[config.mk]
export PLATFORM = sky130hd
export DESIGN_NAME = midi_chan_filter
export DESIGN_NICKNAME = d
export VERILOG_FILES = /design/src/rtl/midi_filt_pkg.sv /design/src/rtl/midi_msg_parser.sv /design/src/rtl/midi_pass_table.sv /design/src/rtl/midi_msg_serializer.sv /design/src/rtl/midi_chan_filter.sv
export SDC_FILE = /design/constraint.sdc
export NUM_CORES = 1
export LEC_CHECK = 0
export ABC_AREA = 1
export BUFFER_PORTS_ARGS = -buffer_cell sky130_fd_sc_hd__buf_2
export CAP_MARGIN = 10
export CORE_ASPECT_RATIO = 2
export CORE_MARGIN = 2
export CORE_UTILIZATION = 34
export CTS_CLUSTER_SIZE = 30
export DETAILED_ROUTE_END_ITERATION = 12
export GPL_ROUTABILITY_DRIVEN = 1
export PLACE_DENSITY = 0.61
export SYNTH_ARGS = -nofsm -noshare
export SYNTH_HDL_FRONTEND = slang
export SYNTH_HIERARCHICAL = 1
export SYNTH_SLANG_ARGS = --single-unit
[constraint.sdc]
create_clock -name clk -period 11.4 [get_ports clk]
set_input_delay 0.57 -clock clk [delete_from_list [all_inputs] [get_ports clk]]
set_output_delay 0.57 -clock clk [all_outputs]
set_load 0.1 [all_outputs]
[src/rtl/midi_filt_pkg.sv]
package midi_filt_pkg;

    localparam int NCHAN   = 16;
    localparam int NTYPE   = 7;
    localparam int NROWS   = 8;
    localparam int ROW_W   = $clog2(NROWS);
    localparam int GRP_W   = 4;
    localparam int MSG_MAX = 3;

    typedef logic [7:0] byte_t;

    localparam logic [NCHAN-1:0] DEF_CHAN  = 16'h8000;
    localparam logic [NTYPE-1:0] DEF_TYPES = 7'b0001000;

    localparam byte_t KEY_GRP_LO   = 8'd21;
    localparam byte_t KEY_GRP_HI   = 8'd24;
    localparam byte_t KEY_TYPES    = 8'd25;
    localparam byte_t KEY_DEFAULTS = 8'd26;

    typedef struct packed {
        byte_t status;
        byte_t d1;
        byte_t d2;
        logic  two_data;
    } msg_t;

    typedef enum logic [1:0] {
        CFG_NONE,
        CFG_CH_GRP,
        CFG_TYPES,
        CFG_DEFAULTS
    } cfg_op_e;

    typedef struct packed {
        cfg_op_e    op;
        logic [1:0] grp;
        logic [6:0] val;
    } cfg_t;

    function automatic logic is_realtime(byte_t b);
        return b >= 8'hF8;
    endfunction

    function automatic logic is_syscommon(byte_t b);
        return (b[7:4] == 4'hF) && !b[3];
    endfunction

    function automatic logic one_data(byte_t s);
        return (s[7:4] == 4'hC) || (s[7:4] == 4'hD);
    endfunction

    function automatic cfg_t decode_cfg(byte_t key, byte_t val);
        cfg_t  c;
        byte_t off;
        off   = key - KEY_GRP_LO;
        c.op  = CFG_NONE;
        c.grp = off[1:0];
        c.val = val[6:0];
        if (key >= KEY_GRP_LO && key <= KEY_GRP_HI)
            c.op = CFG_CH_GRP;
        else if (key == KEY_TYPES)
            c.op = CFG_TYPES;
        else if (key == KEY_DEFAULTS)
            c.op = CFG_DEFAULTS;
        return c;
    endfunction

    function automatic logic [NCHAN-1:0] row_fill(int r, logic [NCHAN-1:0] chans,
                                                   logic [NTYPE-1:0] types);
        logic [NCHAN-1:0] res;
        res = '0;
        if (r < NTYPE) begin
            if (types[NTYPE-1-r])
                res = chans;
        end
        return res;
    endfunction

endpackage

[src/rtl/midi_msg_parser.sv]
module midi_msg_parser
    import midi_filt_pkg::*;
(
    input  logic  clk,
    input  logic  rst,
    input  logic  take,
    input  byte_t rx_byte,
    output logic  done,
    output msg_t  msg
);

    byte_t rs_q;
    logic  rs_valid_q;
    logic  have_d1_q;
    byte_t d1_q;

    always_ff @(posedge clk) begin
        if (rst) begin
            rs_q       <= '0;
            rs_valid_q <= 1'b0;
            have_d1_q  <= 1'b0;
            d1_q       <= '0;
        end else if (take) begin
            if (is_realtime(rx_byte)) begin
                rs_valid_q <= rs_valid_q;
            end else if (is_syscommon(rx_byte)) begin
                rs_valid_q <= 1'b0;
                have_d1_q  <= 1'b0;
            end else if (rx_byte[7]) begin
                rs_q       <= rx_byte;
                rs_valid_q <= 1'b1;
                have_d1_q  <= 1'b0;
            end else if (rs_valid_q) begin
                if (one_data(rs_q)) begin
                    have_d1_q <= 1'b0;
                end else if (!have_d1_q) begin
                    d1_q      <= rx_byte;
                    have_d1_q <= 1'b1;
                end else begin
                    have_d1_q <= 1'b0;
                end
            end
        end
    end

    always_comb begin
        done         = take && !rx_byte[7] && rs_valid_q && (one_data(rs_q) || have_d1_q);
        msg.status   = rs_q;
        msg.d1       = one_data(rs_q) ? rx_byte : d1_q;
        msg.d2       = rx_byte;
        msg.two_data = !one_data(rs_q);
    end

endmodule

[src/rtl/midi_pass_table.sv]
module midi_pass_table
    import midi_filt_pkg::*;
(
    input  logic       clk,
    input  logic       rst,
    input  logic       cfg_valid,
    input  cfg_t       cfg,
    input  logic [6:0] look_idx,
    output logic       pass,
    output logic       busy
);

    logic [NCHAN-1:0] chan_q;
    logic [NTYPE-1:0] type_q;
    logic [NCHAN-1:0] row_q [NROWS];
    logic             busy_q;
    logic [ROW_W-1:0] ptr_q;

    always_ff @(posedge clk) begin
        if (rst) begin
            chan_q <= DEF_CHAN;
            type_q <= DEF_TYPES;
            busy_q <= 1'b0;
            ptr_q  <= '0;
            for (int r = 0; r < NROWS; r++)
                row_q[r] <= row_fill(r, DEF_CHAN, DEF_TYPES);
        end else if (cfg_valid && cfg.op != CFG_NONE) begin
            case (cfg.op)
                CFG_CH_GRP:   chan_q[cfg.grp*GRP_W +: GRP_W] <= cfg.val[GRP_W-1:0];
                CFG_TYPES:    type_q <= cfg.val;
                CFG_DEFAULTS: begin
                    chan_q <= DEF_CHAN;
                    type_q <= DEF_TYPES;
                end
                default:      type_q <= type_q;
            endcase
            busy_q <= 1'b1;
            ptr_q  <= '0;
        end else if (busy_q) begin
            row_q[ptr_q] <= row_fill(int'(ptr_q), chan_q, type_q);
            if (ptr_q == ROW_W'(NROWS-1))
                busy_q <= 1'b0;
            else
                ptr_q <= ptr_q + 1'b1;
        end
    end

    assign pass = row_q[look_idx[6:4]][look_idx[3:0]];
    assign busy = busy_q;

endmodule

[src/rtl/midi_msg_serializer.sv]
module midi_msg_serializer
    import midi_filt_pkg::*;
(
    input  logic  clk,
    input  logic  rst,
    input  logic  load,
    input  msg_t  msg,
    input  logic  out_ready,
    output logic  out_valid,
    output byte_t out_data,
    output logic  busy,
    output logic  stb,
    output byte_t stb_status
);

    localparam int IDX_W = $clog2(MSG_MAX);

    logic [MSG_MAX-1:0][7:0] bytes_q;
    logic [IDX_W-1:0]        idx_q;
    logic [IDX_W-1:0]        last_q;
    logic                    valid_q;
    logic                    stb_q;
    byte_t                   stb_status_q;

    always_ff @(posedge clk) begin
        if (rst) begin
            bytes_q      <= '0;
            idx_q        <= '0;
            last_q       <= '0;
            valid_q      <= 1'b0;
            stb_q        <= 1'b0;
            stb_status_q <= '0;
        end else begin
            stb_q <= 1'b0;
            if (load) begin
                bytes_q[0]   <= msg.status;
                bytes_q[1]   <= msg.d1;
                bytes_q[2]   <= msg.d2;
                idx_q        <= '0;
                last_q       <= msg.two_data ? IDX_W'(2) : IDX_W'(1);
                valid_q      <= 1'b1;
                stb_q        <= 1'b1;
                stb_status_q <= msg.status;
            end else if (valid_q && out_ready) begin
                if (idx_q == last_q)
                    valid_q <= 1'b0;
                else
                    idx_q <= idx_q + 1'b1;
            end
        end
    end

    assign out_valid  = valid_q;
    assign out_data   = bytes_q[idx_q];
    assign busy       = valid_q;
    assign stb        = stb_q;
    assign stb_status = stb_status_q;

endmodule

[src/rtl/midi_chan_filter.sv]
module midi_chan_filter
    import midi_filt_pkg::*;
#(
    parameter logic [3:0] CFG_CHANNEL = 4'hE
) (
    input  logic       clk,
    input  logic       rst,
    input  logic       in_valid,
    input  logic [7:0] in_data,
    output logic       in_ready,
    output logic       out_valid,
    output logic [7:0] out_data,
    input  logic       out_ready,
    output logic       disp_stb,
    output logic [7:0] disp_status
);

    localparam byte_t CFG_STATUS = {4'hA, CFG_CHANNEL};

    logic take;
    logic msg_done;
    msg_t msg;
    logic pass;
    logic tbl_busy;
    logic ser_busy;
    logic cfg_hit;
    cfg_t cfg;

    assign in_ready = !ser_busy && !tbl_busy;
    assign take     = in_valid && in_ready;
    assign cfg_hit  = msg_done && (msg.status == CFG_STATUS);
    assign cfg      = decode_cfg(msg.d1, msg.d2);

    midi_msg_parser u_parser (
        .clk     (clk),
        .rst     (rst),
        .take    (take),
        .rx_byte (in_data),
        .done    (msg_done),
        .msg     (msg)
    );

    midi_pass_table u_table (
        .clk       (clk),
        .rst       (rst),
        .cfg_valid (cfg_hit),
        .cfg       (cfg),
        .look_idx  (msg.status[6:0]),
        .pass      (pass),
        .busy      (tbl_busy)
    );

    midi_msg_serializer u_ser (
        .clk        (clk),
        .rst        (rst),
        .load       (msg_done && pass),
        .msg        (msg),
        .out_ready  (out_ready),
        .out_valid  (out_valid),
        .out_data   (out_data),
        .busy       (ser_busy),
        .stb        (disp_stb),
        .stb_status (disp_status)
    );

endmodule

Yosys cells after proc, flatten, opt, wreduce, memory -nomap -nowiden
Memory sizes are Yosys's and may differ from the RTL's. A register that Yosys moved wholly into a read port is not among the register bits.
Cells that the tools add are included.
{ "totals": {"regBits": 74, "ram_bits": 128, "memories": 1, "word_cells": 130, "input_bits": 12, "out_inout_bits": 19} }
{ "op_classes": {"n_bitwise": 7, "shift": 2, "addsub": 5, "order_cmp": 7, "muxes": 46, "eq_ne": 11, "n_reduce_logical": 36} }
{ "mem_list": {"columns": ["name", "depth", "width", "read_ports", "rd_ports_with_merged_regs", "write_ports", "line_no", "rtl"], "rows": [
  ["u_table.row_q", 8, 16, 1, 1, 8, "midi_pass_table.sv:15", "logic [NCHAN-1:0] row_q [NROWS];"]
]} }
{ "op_table": {"columns": ["cell", "n"], "rows": [
  ["16-bit two-way mux", 7],
  ["4-bit negation with 34-bit output", 1],
  ["4-bit by 34-bit variable shift with 16-bit output, first input constant", 1],
  ["4-bit by 34-bit indexed part select with 16-bit output", 1],
  ["32-bit by 5-bit less-than comparator with 1-bit output, second input constant", 1],
  ["16-bit one-hot mux with 2 select lines", 1],
  ["1-bit two-way mux", 24],
  ["8-bit binary-select mux with 2-bit select", 1],
  ["16-bit bitwise mux", 1],
  ["8-bit by 5-bit == test with 1-bit output, second input constant", 2],
  ["8-bit two-way mux", 2],
  ["16-bit OR reduction", 1],
  ["7-bit one-hot mux with 2 select lines", 1],
  ["4-bit == test, second input constant", 3],
  ["2-bit nonzero test", 6],
  ["1-bit logical AND", 11],
  ["2-bit AND reduction", 5],
  ["3-bit two-way mux", 3],
  ["8-bit == test, second input constant", 1],
  ["8-bit by 5-bit greater-or-equal comparator with 1-bit output, second input constant", 1],
  ["8-bit greater-or-equal comparator, second input constant", 1],
  ["8-bit by 5-bit less-or-equal comparator with 1-bit output, second input constant", 1],
  ["2-bit two-way mux", 4],
  ["1-bit inverter", 7],
  ["other kinds (20)", 27]
]} }

Logic depth before layout (Yosys ltp)
Gate-level depths: netlist (run 1).
{ "depth": {"ltp_word": 14, "depth_mapped": 20, "ltp_nobuf": 19} }

Modules after synthesis
The synthesis (run 1) kept the hierarchy.
{ "modules_own_cells": {"columns": ["module", "cells_each", "area_each_um2", "instances"], "rows": [
  ["midi_pass_table", 755, 7257.0, 1],
  ["midi_msg_serializer", 158, 1300.0, 1],
  ["midi_msg_parser", 126, 855.8, 1],
  ["midi_chan_filter", 45, 240.2, 1]
]} }

Least setup slack after synthesis (run 1)
Ideal clock, no wire load.
{ "synth_timing": {"path_type": "register to register", "startpoint": "register u_parser.rs_q[6]", "endpoint": "memory u_table.row_q[7][0], enable pin", "t_arrival_ps": 3365, "setup_time_ps": 411, "path_slack_ps": 7624, "path_stages_with_launch": 15, "required_time_ps": 10989, "synth_period_minus_slack_ps": 3776, "path_buffers": 1, "cell_sequence": "dfxtp_1 nand3_2 buf_2 a21oi_1 inv_1 ha_1 a21oi_1 nor2_1 nor2_1 nor2_1 o21ai_2 inv_2 nor2_4 nand2_4 o21ai_0"} }
{ "synth_rtl": {"columns": ["element", "line_no", "rtl"], "rows": [
  ["start: declaration", "midi_msg_parser.sv:12", "byte_t rs_q;"],
  ["start signal: assignment", "midi_msg_parser.sv:30", "rs_q <= rx_byte;"],
  ["end: declaration", "midi_pass_table.sv:15", null]
]} }

==> flow_summary.toml, run 1 <==
[die]
chipWidth_um = 123
design.core.area_mm2 = 0.0281
design.portCount = 31
floorplan.initialDensity_pct = 34.4
die_area_mm2 = 0.0298
placementRows = 87
die-height_um = 242

[clocking]
cts_resized = 0
cts_buffer_depth = 3
clk_latency_ns = 0.51
post-cts-setup-buffer-count = 0
worst_setup_hold_path_clk_slew_ns = 0.07
clock_tree_from_tritoncts = "done"
cts_made_buffers = 19
tritoncts_num_sinks = 202
h-tree-depth = 1
hold_buffers = 0
cts-root-buf = "sky130_fd_sc_hd__clkbuf_16"

[final_layout]
antenna_cells = 0
final_cell_mix = "sky130_fd_sc_hd__nand2_1 (233), sky130_fd_sc_hd__nor2_1 (177), sky130_fd_sc_hd__nand3_1 (136)"
layout-drive-gt1-share_pct = 10.9
layout.nets = 1115
final_common_cell = "sky130_fd_sc_hd__nand2_1"
post_synthesis_to_final_layout_area_growth_pct = 9.36
fill_cells = 2925

[setup_path]
critPathKind = "register to register"
timing.critical_path.slowest_cell_delay_ns = 0.80
worstPathRequired_ns = 11.53
worst-endpoint-arrival_ns = 4.61
cp_common_cell = "sky130_fd_sc_hd__nor2_1"
cp_cell_sequence = "nand3_2 > a21oi_1 > inv_1 > ha_1 > a21oi_1 > nor2_1 > nor2_1 > nor2_1 > o21ai_2 > inv_2 > nor2_4 > nand2_4 > nor3_2 > inv_2 > nand2_1"
crit_slowest_cell = "sky130_fd_sc_hd__dfxtp_1"
worst-path-max-fanout = 21
worst_setup_path_start_kind = "register"
end_kind = "register"

[logic_synthesis]
yosysSeqAreaShare_pct = 55.2
adder_and_majority_gate_portion_of_the_synthesized_area_pct = 1.56
compound_gate_fraction_of_synth_area_pct = 8.26
synth_flop_cell = "sky130_fd_sc_hd__edfxtp_1"
async_flop_share_pct = 0
synth-xor-area-share_pct = 0.181
total_number_of_yosys_warnings = 6
yosys.cell_types.count = 42
syn_area_per_cell_um2 = 8.90
proportion_of_synthesized_area_in_mux_cells_pct = 0
postSynthCellCount = 1084
synth_enable_flop_cells = 128
synth.ff_latch_count = 202
post_synth_and_or_nand_nor_area_fraction_pct = 27.3
synth_area_mm2 = 0.00965
dominant_combinational_cell_family_by_area_after_synthesis = "simple AND/OR/NAND/NOR gates"

[status]
run_status = "finished, final reports clean"

[sta]
worst_slew_pin_slew_ns = 0.922
report.final.hold_viol_count = 0
final.setup.tns_ns = 0
grt_setup_unrepaired = "no"
finClkSkew_ns = 0.0224
fin_crit_ns = 4.48
min_period_over_period_pct = 39.3
slew_viol_final = 0
worst_slew_margin_rel_pct = 38.5
final-setup-viol-count = 0
hold_slack_ns = 0.404
highest_clock_frequency_the_design_can_meet_mhz = 223

[place]
sum_of_net_half_perimeters_after_detailed_placement_mm = 22.3
routabilityCongestion = 0.935
io_buffers = 30

[power]
power_per_cell_area_mw_per_mm2 = 149
report.power.total_mw = 1.57
ir_drop_mv = 0.132
cellLeakagePower_nw = 4.05

[hold_path]
min-delay-path-class = "primary input to register"

[global_routing]
gr-usage-all-layers_pct = 20.3
first_global_vias = 7596
largest_net_degree_at_the_start_of_global_routing = 68
initial_antenna_violation_count = 0
wire_length_of_the_first_global_routing_pass_mm = 44.2
overflow = 0

[drt]
initialDrtViolationCount = 498
route.vias.total = 7495
wl_per_cell_um = 20.3
detail_route.first_pass.iterations = 5
viasPerCell = 5.14
drc = 0
antenna_left = 0
totalWireLength_mm = 29.5

[flow_run]
max_cap_violations = 0
==> registers in the layout (all words and copies together), names as in the netlist <==
name	cells
u_ser/stb	1
u_table/type_q	7
u_parser/rs_valid_q	1
u_table/busy	1
u_ser/stb_status	8
u_parser/d1_q	7
u_table/chan_q	16
u_table/ptr_q	3
u_ser/bytes_q	16
u_ser/idx_q	2
u_parser/have_d1_q	1
u_ser/last_q	2
u_parser/rs_q	8
u_table/row_q	128
u_ser/busy	1
==> cell usage after synthesis, drive strengths merged (2+ instances only) <==
cell / instances / area (um^2)
a22o: 8 / 70.1
a21oi: 36 / 180
dfxtp: 74 / 1480
a211oi: 3 / 22.5
buf: 52 / 365
inv: 81 / 309
nor3: 2 / 15.0
nand4: 3 / 18.8
o21ai: 68 / 370
edfxtp: 128 / 3840
nand3b: 2 / 15.0
o211a: 10 / 100
ha: 12 / 150
nand2: 242 / 936
clkbuf: 12 / 45.0
nand3: 156 / 896
nor2: 184 / 742
==> worst paths after layout <==
kind	endpoint	from	cells past startpoint	slack [ns]
hold / removal	u_ser/bytes_q[23]	in_data[7]	3	0.40
setup / recovery	u_table/row_q[3][10]	u_parser/rs_q[6]	15	6.92
hold reg to reg	u_table/type_q[2]	u_table/type_q[2]	2	0.47
setup reg to reg	u_table/row_q[3][10]	u_parser/rs_q[6]	15	6.92
==> through the flow <==
stage | setup slack (ns) | cells | cell area [um^2] | util [%]
detailed placement | 6.98 | 1426 | 9930 | 35.4
finish | 6.92 | 1459 | 10600 | 37.6
CTS | 6.99 | 1459 | 10600 | 37.6
global route | 6.53 | 1459 | 10600 | 37.6
floorplan | 7.62 | 1099 | 9710 | -
global placement | 7.07 | 1426 | 9930 | 35.4
==> metal layers <==
layer | part of all wire, % | GRT usage (%)
met4 | 12 | 20.6
met5 | 0 | 0
met3 | 4.0 | 2.07
met1 | 30 | 17.3
met2 | 54 | 37.7
==> layout make-up <==
type,instances,area (um^2),share of cell area (%)
tap,356,445,4.22
clock buffer,24,498,4.72
multi-input combinational,751,3660,34.7
clock inverter,9,125,1.19
sequential,202,5330,50.5
inverter,82,313,2.96
timing repair buffer,35,188,1.78
==> critical path, delay by kind of cell, from the launching register on <==
kind / cells / cell delay, ns
flip-flops: 1 / 0.80
buffers and inverters: 3 / 0.51
AND/OR/NAND/NOR: 8 / 1.77
adder cells (fa/ha/maj): 1 / 0.27
AO/OA/AOI/OAI: 3 / 0.73
==> cells by family (layout without fill, tap and decap cells) <==
kind of cell	Yosys count	count (layout)
DFF	202	202
other	1	16
adders and majority gates	12	12
and+or+nand+nor	591	591
AOI/OAI and AO/OA	130	130
buffers and inverters	146	150
xor gates and xnor gates	2	2
==> where the power goes <==
part	internal, mW	total (mW)	leakage, nW	switching [mW]
logic	0.0292	0.113	1.84	0.0839
registers	0.796	0.807	1.91	0.0107
clock network	0.379	0.650	0.308	0.271
total	1.20	1.57	4.05	0.365
Power figures use the tool's default switching activity.
==> inputs of run 2 (changes only) <==
PLACE_DENSITY = 0.63   (was 0.61)
clock period = 4.1 ns   (was 11.4 ns; I/O delays follow)
==> run 2 against run 1 <==
  * Worst hold slack got worse by 0.35 ns
  * Flip-flop and latch count did not move
  * Global-route usage fell by 2.5 points
  * Sequential power rose to 2.8 times the previous value
  * Via count fell by 1.3%
==> flow_summary.toml, run 2 (synthesized netlist as in run 1, its figures left out) <==
[drt]
viasPerCell = 5.05
antenna_left = 0
route.vias.total = 7396
detail_route.first_pass.iterations = 6
totalWireLength_mm = 26.1
initialDrtViolationCount = 399
drc = 0
wl_per_cell_um = 17.8

[die]
placementRows = 87
die_area_mm2 = 0.0298
floorplan.initialDensity_pct = 34.4
design.portCount = 31
chipWidth_um = 123
design.core.area_mm2 = 0.0281
die-height_um = 242

[sta]
report.final.hold_viol_count = 0
setup_ws_ns = 0.393
worst_slew_margin_rel_pct = 25.0
highest_clock_frequency_the_design_can_meet_mhz = 270
grt_setup_unrepaired = "no"
fin_crit_ns = 3.71
finClkSkew_ns = 0.0138
worst_slew_pin_slew_ns = 1.12
final.setup.tns_ns = 0
min_period_over_period_pct = 90.4
final-setup-viol-count = 0
slew_viol_final = 0
hold_slack_ns = 0.0547

[global_routing]
grt_busiest_layer = "met2"
gr-usage-met2_pct = 35.1
wire_length_of_the_first_global_routing_pass_mm = 40.4
overflow = 0
use_met1_pct = 17.0
largest_net_degree_at_the_start_of_global_routing = 68
first_global_vias = 7409
gr-usage-all-layers_pct = 17.8
grt.met3_usage_pct = 1.60
initial_antenna_violation_count = 0

[setup_path]
worst-r2r-cell-count = 16
setup_slack_of_the_worst_register_to_register_path_ns = 0.39
worst-endpoint-arrival_ns = 3.83
end_kind = "register"
crit_slowest_cell = "sky130_fd_sc_hd__nand2_1"
reg2reg_end = "u_table/row_q[1][2]"
worstSetupStartpoint = "u_parser/rs_q[7]"
timing.critical_path.slowest_cell_delay_ns = 0.71
worstPathRequired_ns = 4.22
critPathKind = "register to register"
worst-path-max-fanout = 17
worst_setup_path_start_kind = "register"
cp_common_cell = "sky130_fd_sc_hd__nor2_1"
timing.rr.start = "u_parser/rs_q[7]"
cp_cell_sequence = "nand3_2 > a21oi_1 > inv_1 > ha_1 > a21oi_1 > nor2_1 > nor2_1 > nor2_1 > buf_4 > o21ai_2 > inv_2 > nor2_4 > nand2_4 > inv_2 > nand3_2 > nand2_1"

[final_layout]
layoutNonFillerInstCount = 1465
reg_top3 = "u_table/row_q (128), u_ser/bytes_q (16), u_table/chan_q (16)"
largest_register_ffs = 128
layout-drive-gt1-share_pct = 11.2
top_register = "u_table/row_q"
layout.cell_area.non_filler_mm2 = 0.0106
final_cell_mix = "sky130_fd_sc_hd__nand2_1 (233), sky130_fd_sc_hd__nor2_1 (177), sky130_fd_sc_hd__nand3_1 (136)"
final_core_util_pct = 37.6
antenna_cells = 0
layout.nets = 1122
post_synthesis_to_final_layout_area_growth_pct = 9.41
final_common_cell = "sky130_fd_sc_hd__nand2_1"

[place]
io_buffers = 30
detailedPlace.worstSlack_ns = 0.438
routabilityCongestion = 0.901
place.detailed.instances = 1434
sum_of_net_half_perimeters_after_detailed_placement_mm = 19.1
placedInstanceArea_mm2 = 0.00999

[clocking]
cts-root-buf = "sky130_fd_sc_hd__clkbuf_16"
cts_resized = 0
hold_buffers = 0
tritoncts_num_sinks = 202
cts_made_buffers = 18
clock_tree_from_tritoncts = "done"
h-tree-depth = 1
clk_latency_ns = 0.50
post-cts-setup-buffer-count = 0
worst_setup_hold_path_clk_slew_ns = 0.07
cts_buffer_depth = 3

[power]
p_seq_share_pct = 53.3
power.share.combinational_pct = 7.6
ir_drop_mv = 0.392
power_per_cell_area_mw_per_mm2 = 397
internal_power_mw = 3.22
p_clk_share_pct = 39.1
report.power.total_mw = 4.20
netSwitchingPower_uw = 980
sw_frac_of_total_pct = 23.3
cellLeakagePower_nw = 4.06

[hold_path]
worstHoldStart = "in_data[7]"
hold-path-cell-count = 3
min-delay-path-class = "primary input to register"
hold_end = "u_ser/bytes_q[23]"

[status]
run_status = "finished, final reports clean"

[flow_run]
max_cap_violations = 0
==> run 2: changes by cell type in the layout (fill, tap and decap cells not counted), moves of 2 or more <==
cell / change
sky130_fd_sc_hd__buf_4: +8
sky130_fd_sc_hd__clkbuf_8: +2
sky130_fd_sc_hd__clkinv_1: +4
sky130_fd_sc_hd__bufinv_16: -3
sky130_fd_sc_hd__clkinv_2: -2
==> run 2: layout make-up <==
type / count / area [um^2]
Timing Repair Buffer: 43 / 248
Clock buffer: 25 / 539
Clock inverter: 6 / 28.8
Inverter: 82 / 313
Sequential cell: 202 / 5330
Fill cell: 2901 / 17500
Tap cell: 356 / 445
Multi-Input combinational cell: 751 / 3660
==> run 2: worst max path at each step <==
stage | to | slack, ns | cells past startpoint
after floorplan | u_table/row_q[7][0] | 0.32 | 14
after global placement | u_table/row_q[1][11] | 0.49 | 16
after detailed placement | u_table/row_q[1][2] | 0.44 | 16
after CTS | u_table/row_q[1][8] | 0.39 | 16
after global routing | u_table/row_q[1][8] | 0.09 | 16
final | u_table/row_q[1][2] | 0.39 | 16
==> run 2: layer usage <==
metal	up-vias	routed length, um	share of wire [%]
met3	76	791	3.0
met4	0	1430	5.5
met2	201	15100	58
met1	3518	8750	33
met5	-	0	0
li1	3601	-	-
==> run 2: power by group through the flow <==
stage | Sequential [mW] | Combinational, mW | Clock (mW)
3_5_place_dp | 2.28 | 0.319 | 0
4_1_cts | 2.24 | 0.320 | 1.68
5_1_grt | 2.24 | 0.356 | 1.75
3_3_place_gp | 2.28 | 0.317 | 0
2_1_floorplan | 2.27 | 0.222 | 0
6_report | 2.24 | 0.319 | 1.64
==> run 2: critical path, delay by kind of cell, from the launching register on <==
| family | cells | cell delay [ns] |
|---|---|---|
| AND/OR/NAND/NOR | 8 | 1.58 |
| AO/OA/AOI/OAI | 3 | 0.65 |
| buffers and inverters | 4 | 0.45 |
| flip-flops | 1 | 0.39 |
| adder cells (fa/ha/maj) | 1 | 0.24 |
==> inputs of run 3 (changes only) <==
ABC_AREA = not set   (was 1)
CORE_MARGIN = 1.5   (was 2)
==> run 3 against run 2 <==
  * Worst setup slack worse by 0.079 ns
  * Area after synthesis is 0.18% lower
  * Global-route usage is 1.5 points lower
  * Non-clock buffer count is 8 higher
  * Clock power is 5% higher
  * Sequential share of layout area is 0.54 points lower
  * Critical path depth is 4 lower
  * Sequential power hardly changed
  * Fmax is 2.1% lower
  * Final area is 1.1% higher
  * Clock skew is 0.00091 ns lower
  * Highest routed layer unchanged
==> flow_summary.toml, run 3 <==
[sta]
highest_clock_frequency_the_design_can_meet_mhz = 264
worst_slew_pin_slew_ns = 1.26
grt_setup_unrepaired = "no"
finClkSkew_ns = 0.0129
hold_slack_ns = 0.0790
final-setup-viol-count = 0
setup_ws_ns = 0.315
min_period_over_period_pct = 92.3
fin_crit_ns = 3.79
slew_viol_final = 0
report.final.hold_viol_count = 0
worst_slew_margin_rel_pct = 15.9

[drt]
antenna_left = 0
wl_per_cell_um = 20.0
detail_route.first_pass.iterations = 4
route.vias.total = 5895
totalWireLength_mm = 23.1
drc = 0
initialDrtViolationCount = 294
viasPerCell = 5.10

[setup_path]
worst_setup_path_start_kind = "register"
worst-r2r-cell-count = 12
worst-endpoint-arrival_ns = 4.15
reg2reg_end = "u_table/row_q[1][5]"
worst-path-max-fanout = 16
timing.rr.start = "u_parser/rs_q[5]"
end_kind = "register"
worstPathRequired_ns = 4.46
critPathKind = "register to register"
setup_slack_of_the_worst_register_to_register_path_ns = 0.31

[logic_synthesis]
syn_area_per_cell_um2 = 12.6
synth_top_cell_area_share_pct = 39.9
yosys.cell_types.count = 62
synth.ff_latch_count = 202
synth_most_common_cell = "sky130_fd_sc_hd__edfxtp_1"
total_number_of_yosys_warnings = 6
ys_top_cells_by_area = "sky130_fd_sc_hd__edfxtp_1 (40%), sky130_fd_sc_hd__dfxtp_1 (15%), sky130_fd_sc_hd__mux4_2 (7.9%)"
synth_area_mm2 = 0.00964
yosys.area.top_type = "sky130_fd_sc_hd__edfxtp_1"
synth_flop_cell = "sky130_fd_sc_hd__edfxtp_1"
synth_enable_flop_cells = 128
yosysSeqAreaShare_pct = 55.3
postSynthCellCount = 762
leading_cell_types_by_count_after_synthesis = "sky130_fd_sc_hd__edfxtp_1 (128), sky130_fd_sc_hd__and2_1 (104), sky130_fd_sc_hd__dfxtp_1 (74)"
async_flop_share_pct = 0

[hold_path]
min-delay-path-class = "primary input to register"
hold_end = "u_ser/busy"
worstHoldStart = "out_ready"
hold-path-cell-count = 3

[die]
design.core.area_mm2 = 0.0281
floorplan.initialDensity_pct = 34.3
die-height_um = 241
placementRows = 87
design.portCount = 31
die_area_mm2 = 0.0294
chipWidth_um = 122

[global_routing]
initial_antenna_violation_count = 0
overflow = 0
gr-usage-all-layers_pct = 16.3
first_global_vias = 6229
wire_length_of_the_first_global_routing_pass_mm = 35.4
largest_net_degree_at_the_start_of_global_routing = 79

[clocking]
worst_setup_hold_path_clk_slew_ns = 0.07
cts_buffer_depth = 3
tritoncts_num_sinks = 202
cts_resized = 0
clk_latency_ns = 0.50
cts_made_buffers = 18
clock_tree_from_tritoncts = "done"
post-cts-setup-buffer-count = 0
hold_buffers = 0
cts-root-buf = "sky130_fd_sc_hd__clkbuf_16"
h-tree-depth = 1

[place]
io_buffers = 30
place.detailed.instances = 1125
routabilityCongestion = 0.791
sum_of_net_half_perimeters_after_detailed_placement_mm = 15.9
detailedPlace.worstSlack_ns = 0.315

[status]
run_status = "finished, final reports clean"

[final_layout]
antenna_cells = 0
reg_top3 = "u_table/row_q (128), u_ser/bytes_q (16), u_table/chan_q (16)"
final_common_cell = "sky130_fd_sc_hd__edfxtp_1"
largest_register_ffs = 128
fill_cells = 2715
final_cell_mix = "sky130_fd_sc_hd__edfxtp_1 (128), sky130_fd_sc_hd__and2_1 (103), sky130_fd_sc_hd__dfxtp_1 (73)"
layout.nets = 813
layoutNonFillerInstCount = 1156
top_register = "u_table/row_q"
post_synthesis_to_final_layout_area_growth_pct = 10.8
layout-drive-gt1-share_pct = 19.3

[power]
power_per_cell_area_mw_per_mm2 = 399
cellLeakagePower_nw = 3.70
ir_drop_mv = 0.322

[flow_run]
max_cap_violations = 0
## run 3: cell types whose count changed in the layout (fill, tap and decap cells not counted), sizes merged, moves of 34 or more
cell,previous run,this run
nand3,156,8
nand2,242,22
inv,82,17
mux4,0,34
and2,1,112
nor2,184,68
o21ai,68,31
mux2i,0,53
## run 3: cell families (layout without fill, tap and decap cells)
kind of cell,Yosys count,in the layout,share of synthesized area (%)
adder cells (fa/ha/maj),12,12,1.56
buffers and inverters,76,99,4.88
multiplexers,94,94,14.3
other,1,16,0.0389
XOR/XNOR,4,4,0.364
flip-flops,202,202,55.3
AO/OA/AOI/OAI,80,80,5.40
AND/OR/NAND/NOR,293,293,18.2
## run 3: stage by stage
stage / setup TNS [ns] / area, um^2 / total power [mW] / util, %
after floorplan: -1.21 / 9700 / 2.48 / -
after global placement: 0 / 10100 / 2.57 / 35.9
after detailed placement: 0 / 10100 / 2.57 / 35.9
after CTS: 0 / 10700 / 4.30 / 38.0
after global routing: 0 / 10700 / 4.38 / 38.0
final: 0 / 10700 / 4.26 / 38.0
## run 3: critical path, stage by stage (launching register included)
cell and delay [ns]:
sky130_fd_sc_hd__dfxtp_1 0.31, sky130_fd_sc_hd__nand3b_1 0.33, sky130_fd_sc_hd__mux2_2 0.34, sky130_fd_sc_hd__inv_1 0.13, sky130_fd_sc_hd__ha_1 0.25, sky130_fd_sc_hd__nor2b_1 0.12, sky130_fd_sc_hd__o21ai_0 0.14, sky130_fd_sc_hd__a21oi_1 0.10
sky130_fd_sc_hd__o21a_1 0.23, sky130_fd_sc_hd__nor2_1 0.18, sky130_fd_sc_hd__nand3_1 0.42, sky130_fd_sc_hd__nor4_4 0.82, sky130_fd_sc_hd__and2_2 0.26
## run 3: layer usage
layer  track usage, %  vias to the layer above  routed length [um]
met3             1.49                       49                 793
met4             9.06                        0                 984
li1                 -                     2772                   -
met1             15.1                     2931                7640
met5                0                        -                   0
met2             33.4                      143               13700
## run 3: worst max path at each step
stage | from | to | depth (start not counted)
floorplan | u_parser/rs_q[6] | u_table/row_q[5][0] | 13
global placement | u_parser/rs_q[5] | u_table/row_q[6][5] | 11
CTS | u_parser/rs_q[5] | u_table/row_q[1][1] | 12
finish | u_parser/rs_q[5] | u_table/row_q[1][5] | 12
detailed placement | u_parser/rs_q[5] | u_table/row_q[1][1] | 12
global route | u_parser/rs_q[7] | u_table/row_q[1][1] | 12
## run 3: power by group
part | internal [mW] | switching (mW)
sequential | 2.23 | 0.0358
combinational | 0.108 | 0.148
clock | 0.978 | 0.756
## run 3: final cells by class
type,count,area [um^2],share of cell area (%)
Timing Repair Buffer,51,320,3.00
Clock inverter,10,114,1.07
Clock buffer,21,483,4.52
Sequential cell,202,5330,49.9
Tap cell,356,445,4.17
Multi-Input combinational cell,499,3920,36.7
Inverter,17,63.8,0.598
